`src/rtl/bnpu_pkg.sv`:
```
package bnpu_pkg;
  localparam int unsigned OPC_W = 4;
  localparam logic [OPC_W-1:0] OPC_BRANCH = 4'b0110;
  localparam logic [OPC_W-1:0] OPC_JUMP   = 4'b0111;

  typedef enum logic [2:0] {
    COND_EQ   = 3'b000,
    COND_NE   = 3'b001,
    COND_GT   = 3'b010,
    COND_GE   = 3'b011,
    COND_LT   = 3'b100,
    COND_LE   = 3'b101,
    COND_RSV  = 3'b110,
    COND_ALL  = 3'b111
  } condCode_t;

  typedef struct packed {
    logic load;
    logic takeBranch;
    logic takeJump;
  } pcStrobes_t;
endpackage

```
`src/rtl/bnpu_ctrl.sv`:
```
module bnpu_ctrl
  import bnpu_pkg::*;
#(
  parameter int unsigned INSTR_W = 16
) (
  input  logic               clk,
  input  logic               rstN,
  input  logic               advance,
  input  logic [INSTR_W-1:0] instrWord,
  input  logic               flagZero,
  input  logic               flagNeg,
  output logic [2:0]         regSel,
  output pcStrobes_t         strobes
);
  localparam int unsigned OPC_LSB = INSTR_W - OPC_W;

  logic [OPC_W-1:0] opcode;
  condCode_t        cond;
  logic             condMet;

  assign opcode = instrWord[INSTR_W-1:OPC_LSB];
  assign regSel = instrWord[OPC_LSB-1:OPC_LSB-3];
  assign cond   = condCode_t'(regSel);

  always_comb begin
    unique case (cond)
      COND_EQ:  condMet = flagZero;
      COND_NE:  condMet = !flagZero;
      COND_GT:  condMet = !flagZero && !flagNeg;
      COND_GE:  condMet = !flagNeg;
      COND_LT:  condMet = flagNeg;
      COND_LE:  condMet = flagNeg || flagZero;
      COND_RSV: condMet = 1'b0;
      COND_ALL: condMet = 1'b1;
      default:  condMet = 1'b0;
    endcase
  end

  always_comb begin
    strobes.load       = advance;
    strobes.takeBranch = (opcode == OPC_BRANCH) && condMet;
    strobes.takeJump   = (opcode == OPC_JUMP);
  end

  // reserved condition never produces a taken branch
  a_r6_reserved_never: assert property (@(posedge clk) disable iff (!rstN)
    (instrWord[INSTR_W-1:OPC_LSB] == OPC_BRANCH && instrWord[OPC_LSB-1:OPC_LSB-3] == 3'b110)
      |-> !strobes.takeBranch);

  // branch and jump selections are exclusive
  a_r4_sel_exclusive: assert property (@(posedge clk) disable iff (!rstN)
    $onehot0({strobes.takeBranch, strobes.takeJump}));
endmodule

```
`src/rtl/bnpu_dpath.sv`:
```
module bnpu_dpath
  import bnpu_pkg::*;
#(
  parameter int unsigned PC_W  = 16,
  parameter int unsigned OFF_W = 8
) (
  input  logic             clk,
  input  logic             rstN,
  input  pcStrobes_t       strobes,
  input  logic [OFF_W-1:0] offset,
  input  logic [PC_W-1:0]  regValue,
  output logic [PC_W-1:0]  pcOut,
  output logic             misaligned
);
  localparam int unsigned EXT_W = PC_W - OFF_W - 1;
  localparam logic [PC_W-1:0] STEP = PC_W'(2);

  logic [PC_W-1:0] pcQ;
  logic [PC_W-1:0] seqPc;
  logic [PC_W-1:0] offBytes;
  logic [PC_W-1:0] branchPc;
  logic [PC_W-1:0] jumpPc;
  logic [PC_W-1:0] nextPc;
  logic            misQ;

  assign seqPc    = pcQ + STEP;
  assign offBytes = {{EXT_W{offset[OFF_W-1]}}, offset, 1'b0};
  assign branchPc = seqPc + offBytes;
  assign jumpPc   = {regValue[PC_W-1:1], 1'b0};

  always_comb begin
    if (strobes.takeJump)        nextPc = jumpPc;
    else if (strobes.takeBranch) nextPc = branchPc;
    else                         nextPc = seqPc;
  end

  always_ff @(posedge clk) begin
    if (!rstN) begin
      pcQ  <= '0;
      misQ <= 1'b0;
    end else begin
      misQ <= strobes.load && strobes.takeJump && regValue[0];
      if (strobes.load) pcQ <= nextPc;
    end
  end

  assign pcOut      = pcQ;
  assign misaligned = misQ;

  // PC holds when the instruction is not retired
  a_r2_hold_pc: assert property (@(posedge clk) disable iff (!rstN)
    !strobes.load |=> $stable(pcQ));

  // PC never holds an odd address
  a_r7_pc_even: assert property (@(posedge clk) disable iff (!rstN)
    pcQ[0] == 1'b0);

  // misalignment only follows an accepted jump
  a_r8_mis_after_jump: assert property (@(posedge clk) disable iff (!rstN)
    $rose(misQ) |-> $past(strobes.load && strobes.takeJump));
endmodule

```
`src/rtl/branch_npc_unit.sv`:
```
module branch_npc_unit
  import bnpu_pkg::*;
#(
  parameter int unsigned PC_W    = 16,
  parameter int unsigned INSTR_W = 16,
  parameter int unsigned OFF_W   = 8
) (
  input  logic               clk,
  input  logic               rstN,
  input  logic               advance,
  input  logic [INSTR_W-1:0] instrWord,
  input  logic               flagZero,
  input  logic               flagNeg,
  input  logic [PC_W-1:0]    regValue,
  output logic [2:0]         regSel,
  output logic [PC_W-1:0]    pcOut,
  output logic               misaligned
);
  pcStrobes_t strobes;

  bnpu_ctrl #(.INSTR_W(INSTR_W)) u_ctrl (
    .clk       (clk),
    .rstN      (rstN),
    .advance   (advance),
    .instrWord (instrWord),
    .flagZero  (flagZero),
    .flagNeg   (flagNeg),
    .regSel    (regSel),
    .strobes   (strobes)
  );

  bnpu_dpath #(.PC_W(PC_W), .OFF_W(OFF_W)) u_dpath (
    .clk        (clk),
    .rstN       (rstN),
    .strobes    (strobes),
    .offset     (instrWord[OFF_W-1:0]),
    .regValue   (regValue),
    .pcOut      (pcOut),
    .misaligned (misaligned)
  );

  // misaligned is a registered pulse, never set while in reset
  a_r8_clear_after_idle: assert property (@(posedge clk) disable iff (!rstN)
    !advance |=> !misaligned);
endmodule

```
`config.mk`:
```
export PLATFORM = sky130hd
export DESIGN_NAME = branch_npc_unit
export DESIGN_NICKNAME = d
export VERILOG_FILES = /design/src/rtl/bnpu_pkg.sv /design/src/rtl/bnpu_ctrl.sv /design/src/rtl/bnpu_dpath.sv /design/src/rtl/branch_npc_unit.sv
export SDC_FILE = /design/constraint.sdc
export NUM_CORES = 1
export LEC_CHECK = 0
export BUFFER_PORTS_ARGS = -buffer_cell sky130_fd_sc_hd__buf_4
export CAP_MARGIN = 0
export CORE_ASPECT_RATIO = 1.75
export CORE_MARGIN = 4
export CORE_UTILIZATION = 40
export DETAILED_ROUTE_END_ITERATION = 7
export GPL_ROUTABILITY_DRIVEN = 0
export PLACE_DENSITY = 0.68
export SYNTH_ARGS = -nofsm -noshare
export SYNTH_HDL_FRONTEND = slang
export SYNTH_SLANG_ARGS = --single-unit
export TNS_END_PERCENT = 1
```
`constraint.sdc`:
```
create_clock -name clk -period 6.1 [get_ports clk]
set_input_delay 0.305 -clock clk [delete_from_list [all_inputs] [get_ports clk]]
set_output_delay 0.305 -clock clk [all_outputs]
set_load 0.01 [all_outputs]
```
==> results of run 1 <==
kinds of logic after synthesis:
family | synth area share, %
simple gates | 24.3
compound gates | 28.9
buf+inv | 6.02
xor+xnor | 9.75
fa+ha+maj | 13.0
flops | 16.2
mux | 1.58
other cells | 0.190
synthesized netlist by cell type, drive strengths merged, types with 3 or more instances:
cell    instances  area, sq um
and4            3         26.3
and3            4         25.0
or3             5         31.3
buf             7         47.6
and2            3         18.8
o21ai          19         98.9
nand3          13         65.1
a31o            4         35.0
a211oi          6         45.0
clkbuf          8         30.0
nand2          22         82.6
nand2b          4         25.0
dfxtp          16          320
nor2b           6         37.5
a21o            5         37.5
xor2            8         70.1
a21oi          18         90.1
nor2           22         82.6
o211ai          9         67.6
inv            11         41.3
o21bai          5         37.5
a31oi           8         50.1
ha             19          238
xnor2          14          123
worst paths after layout:
path | from | slack, ns | to
setup reg to reg | u_dpath.pcOut[1] | 2.76 | u_dpath.pcOut[15]
hold / removal | regValue[0] | 0.29 | u_dpath.misaligned
setup / recovery | u_dpath.pcOut[1] | 2.76 | u_dpath.pcOut[15]
hold reg to reg | u_dpath.pcOut[7] | 0.57 | u_dpath.pcOut[7]
worst max-delay path, delay by kind of cell (launching register included):
kind	cells	cell delay, ns
adder cells (fa/ha/maj)	2	0.55
AO/OA/AOI/OAI	5	1.08
AND/OR/NAND/NOR	5	0.99
flip-flops	1	0.45
XOR/XNOR	1	0.20
flip-flops by register name, summed over array words and instances, names as in the netlist:
| register | count |
|---|---|
| u_dpath.misaligned | 1 |
| u_dpath.pcOut | 15 |
area by class of cell:
cell class	count	area (sq um)
flip-flops and latches	16	320
fillers	474	2320
well taps	52	65.1
repair buffers	55	413
inverters	11	41.3
multi-input cells	226	1540
clock buffers	4	55.1
through the flow:
| stage | cells | total power, mW | setup slack, ns | hold WS (ns) |
|---|---|---|---|---|
| floorplan | 268 | 0.198 | 3.28 | 0.447 |
| global placement | 360 | 0.243 | 2.86 | 0.547 |
| detailed placement | 360 | 0.245 | 2.83 | 0.553 |
| CTS | 364 | 0.341 | 2.80 | 0.295 |
| global route | 364 | 0.364 | 2.52 | 0.300 |
| finish | 364 | 0.340 | 2.76 | 0.293 |
metal layers:
metal	GRT usage, %	up-vias
li1	-	1070
met1	22.8	986
met2	35.6	59
met3	1.54	10
met4	7.01	0
met5	0	-
power breakdown:
group | internal [mW] | switching (mW)
Sequential | 0.109 | 0.00800
Clock | 0.0573 | 0.0408
Combinational | 0.0614 | 0.0634
Total | 0.228 | 0.112
==> impl_metrics.ini, run 1 <==
[outcome]
status = completed

[setup_path]
crit_type = register to register
critPathMaxFanout = 7
crit_chain = ha_1 > and3_1 > nand3_1 > xnor2_1 > ha_1 > nand2_1 > or3_1 > a31oi_1 > o21ai_0 > nand2b_1 > o221ai_1 > a311o_1 > o21ai_2
cp-end-kind = register
ff2ff_path_depth = 13
path_common_cell = ha_1
critPathLaunchType = register
cp.arrival_ns = 3.53
max_stage_delay_ns = 0.45
cp_slowest_cell = dfxtp_1
worstPathRequired_ns = 6.29

[layout]
final_cell_mix = buf_4, nand2_1, nor2_1
nNetsFinal = 370
drive_gt1_share_pct = 21.2
antenna_cells = 0
layout_commonest_cell = buf_4
fin_util_pct = 51.2
syn2layout_area_growth_pct = 23.1
final_area_sq_um = 2430

[logic_synthesis]
synth_ff_type = dfxtp_1
synth_edf_count = 0
yosysWarnings = 0
synth_area_per_cell_sq_um = 7.37
syn_nets = 325
async_flop_share_pct = 0
syn-instance-count = 268
ys_seq_area_share_pct = 16.2
syn_area_sq_um = 1980
ys_types = 52
synth_seq_cells = 16

[timing]
fin_crit_sh_pct = 54.7
max_freq_ghz = 0.299
skew_ns = 0.00571
final.min_clock_period_ns = 3.34
fin_setup_tns_ns = 0
rsz0062_at_grt = no
worstMarginPinSlew_ns = 0.935
setup_viol = 0
hold_viol_final = 0
slew_headroom_pct = 37.5
slew_violations = 0

[clock_network]
cts.sinks = 16
post_cts_resized = 0
clockBufferDepth = 2
cts_tree = yes
cts_root_buf = clkbuf_8
cts.clk_slew.worst_paths_ns = 0.07
cts_made_buffers = 3
cts_hold_buf = 0
postCtsSetupBuffers = 0
clkLatencyLatePin_ns = 0.25
cts_max_level = 1

[placed_design]
port_buffers = 54
dp_hpwl_um = 4500
post_dp_cell_area_sq_um = 2380

[floorplanning]
die-area_sq_um = 6170
start_util_pct = 41.6
core_sq_um = 4750
die_h_um = 101
dieWidth_um = 61.1
fp-row-count = 33
ios = 57

[power]
power_leakage_nw = 1.10
ir_worst_vdd_uv = 111
power_density_nw_per_um2 = 140

[min_path]
hold_depth = 3
hold_path.class = input pin to register

[routing]
drt-total-wl_um = 5660
wl_per_cell_um = 15.5
met2_length_um = 3040
first_iter_violations = 45
vias = 2125
wl_met3_um = 273
drtPass1Iterations = 4
route.detailed.drc = 0
ant_nets = 0
top_layer = met4
vias_per_cell = 5.84
wl_met1_um = 2230

[global_routing]
track_usage_pct = 19.6
grt_overflow = 0
grt_pass1_vias = 2044
antenna_found_initial = 0
grt_max_degree = 26
grt_pass1_wl_um = 9290

[job]
drv_cap = 0
Power figures use the tool's default switching activity.
==> run 2: changes to the inputs <==
--- a/config.mk
+++ b/config.mk
@@ -5,6 +5,7 @@
 export SDC_FILE = /design/constraint.sdc
 export NUM_CORES = 1
 export LEC_CHECK = 0
+export ABC_AREA = 1
 export BUFFER_PORTS_ARGS = -buffer_cell sky130_fd_sc_hd__buf_4
 export CAP_MARGIN = 0
 export CORE_ASPECT_RATIO = 1.75
@@ -12,7 +13,7 @@
 export CORE_UTILIZATION = 40
 export DETAILED_ROUTE_END_ITERATION = 7
 export GPL_ROUTABILITY_DRIVEN = 0
-export PLACE_DENSITY = 0.68
+export PLACE_DENSITY = 0.7
 export SYNTH_ARGS = -nofsm -noshare
 export SYNTH_HDL_FRONTEND = slang
 export SYNTH_SLANG_ARGS = --single-unit
==> constraint.sdc (replaced) <==
create_clock -name clk -period 2.8 [get_ports clk]
set_input_delay 0.14 -clock clk [delete_from_list [all_inputs] [get_ports clk]]
set_output_delay 0.14 -clock clk [all_outputs]
set_load 0.01 [all_outputs]
==> impl_metrics.ini, run 2 <==
[timing]
fin_setup_tns_ns = 0
slew_violations = 0
setup_viol = 0
skew_ns = 0.00144
fin_crit_sh_pct = 92.2
hold_viol_final = 0
max_freq_ghz = 0.387
whs_ns = 0.147
final.min_clock_period_ns = 2.58

[floorplanning]
dieWidth_um = 63.1
die-area_sq_um = 6590
start_util_pct = 42.0
core_sq_um = 5060
ios = 57
die_h_um = 104
fp-row-count = 34

[routing]
wl_per_cell_um = 12.6
first_iter_violations = 47
route.detailed.drc = 0
drt-total-wl_um = 5850
ant_nets = 0
drtPass1Iterations = 4
vias = 2390
vias_per_cell = 5.14

[logic_synthesis]
synth_area_per_cell_sq_um = 5.97
ys_types = 35
post-synth-top-count-cell = nand2_1
synth_ff_type = dfxtp_1
synth_commonest_cells = nand2_1, inv_1, a21oi_1
synth.largest_area_cell = nand2_1
syn-instance-count = 356
syn_nets = 413
yosysWarnings = 0
async_flop_share_pct = 0
yosys-top-cells-area = nand2_1, dfxtp_1, ha_1
synth_edf_count = 0
synth_top_area_share_pct = 16.4
synth_seq_cells = 16
syn_area_sq_um = 2120
ys_seq_area_share_pct = 15.1

[layout]
antenna_cells = 0
nNetsFinal = 469
drive_gt1_share_pct = 22.6
layout_commonest_cell = nand2_1
largest_reg_flops = 15
syn2layout_area_growth_pct = 28.4
fin_util_pct = 53.9
final_cell_mix = nand2_1, buf_4, inv_1

[setup_path]
ff2ff_path_depth = 16
worstReg2RegStart = u_dpath.pcOut[9]
worstPathRequired_ns = 2.91
r2r_slack_ns = 0.22
critPathMaxFanout = 7
cp-end-kind = register
critPathLaunchType = register
cp.arrival_ns = 2.70
crit_start = u_dpath.pcOut[9]
crit_type = register to register
reg2reg_to = u_dpath.pcOut[15]

[global_routing]
grtUsageMet2_pct = 34.4
track_usage_pct = 17.7
grt_pass1_wl_um = 9670
gr-max-usage-layer = met2
grt_max_degree = 22
antenna_found_initial = 0
grt_overflow = 0
grt_use_met3_pct = 0.973
met1_usage_pct = 19.8
grt_pass1_vias = 2202

[min_path]
hold_path.class = input pin to register
hold_end = u_dpath.misaligned
hp-start = regValue[0]
hold_depth = 3

[placed_design]
port_buffers = 54
dp_hpwl_um = 4880

[job]
drv_cap = 0

[power]
total_power_mw = 0.707
power_density_nw_per_um2 = 259
ir_worst_vdd_uv = 297
power_leakage_nw = 1.44

[clock_network]
postCtsSetupBuffers = 0
cts_tree = yes
cts_made_buffers = 3
clkLatencyLatePin_ns = 0.25
cts_max_level = 1
cts.clk_slew.worst_paths_ns = 0.06
cts_root_buf = clkbuf_8
clockBufferDepth = 2
cts.sinks = 16

[outcome]
status = completed
run 2: cell types whose count changed after synthesis, sizes merged, moves of 5 or more:
cell	delta
a211oi	-6
nand2	+74
nand3	+15
inv	+36
a21oi	+21
nand4	+5
nor2	+12
or3	-5
a31oi	-7
xnor2	-11
nor2b	-6
run 2: worst max-delay path by stage:
stage                                    to
final                     u_dpath.pcOut[15]
after global routing      u_dpath.pcOut[15]
after CTS                 u_dpath.pcOut[14]
after detailed placement  u_dpath.pcOut[15]
after global placement    u_dpath.pcOut[15]
after floorplan           u_dpath.pcOut[15]
run 2: layer usage:
layer  part of all wire (%)  vias to the layer above
met4                   0.86                        0
met2                     57                       29
li1                       -                     1267
met1                     40                     1090
met3                    1.7                        4
met5                      0                        -
run 2: through the flow:
stage | area (sq um) | setup WS (ns) | std cells
CTS | 2650 | 0.115 | 465
finish | 2730 | 0.219 | 465
floorplan | 2120 | 0.412 | 356
global placement | 2590 | 0.163 | 461
detailed placement | 2590 | 0.139 | 461
global route | 2730 | -0.0144 | 465
run 2: kinds of logic (layout without fill, tap and decap cells):
logic type / count (synthesis) / count (layout) / synth area share (%)
AO/OA/AOI/OAI: 71 / 71 / 18.5
XOR/XNOR: 15 / 15 / 6.89
adder cells (fa/ha/maj): 20 / 20 / 12.1
buffers and inverters: 60 / 115 / 12.0
flip-flops: 16 / 16 / 15.1
other: 1 / 1 / 0.177
AND/OR/NAND/NOR: 173 / 173 / 35.3
run 2: area by class of cell:
| type | instances | area (sq um) |
|---|---|---|
| Fill cell | 514 | 2330 |
| Multi-Input combinational cell | 280 | 1620 |
| Timing Repair Buffer | 64 | 480 |
| Sequential cell | 16 | 325 |
| Inverter | 47 | 176 |
| Tap cell | 54 | 67.6 |
| Clock buffer | 4 | 55.1 |
run 2: where the power goes:
group,internal [mW],switching [mW]
registers,0.237,0.0113
clock network,0.125,0.0753
logic,0.117,0.142
total,0.478,0.229
run 2: timing repair:
action / CTS / global route
resized for setup: 0 / 18
hold buffers: 0 / 0
setup endpoints to repair: 0 / 9
run 2: critical path, cell delays in order, from the launching register on:
cell     delay, ns
dfxtp_1       0.49
nand2_1       0.15
nor2_1        0.15
nand3_1       0.16
xnor2_2       0.20
ha_1          0.33
nand2_1       0.12
nor2_2        0.19
inv_1         0.06
nor2_1        0.08
nand2_1       0.08
nand3_1       0.11
nand3_1       0.08
nand2_1       0.06
nand3_1       0.06
nand2_1       0.08
a21oi_1       0.06
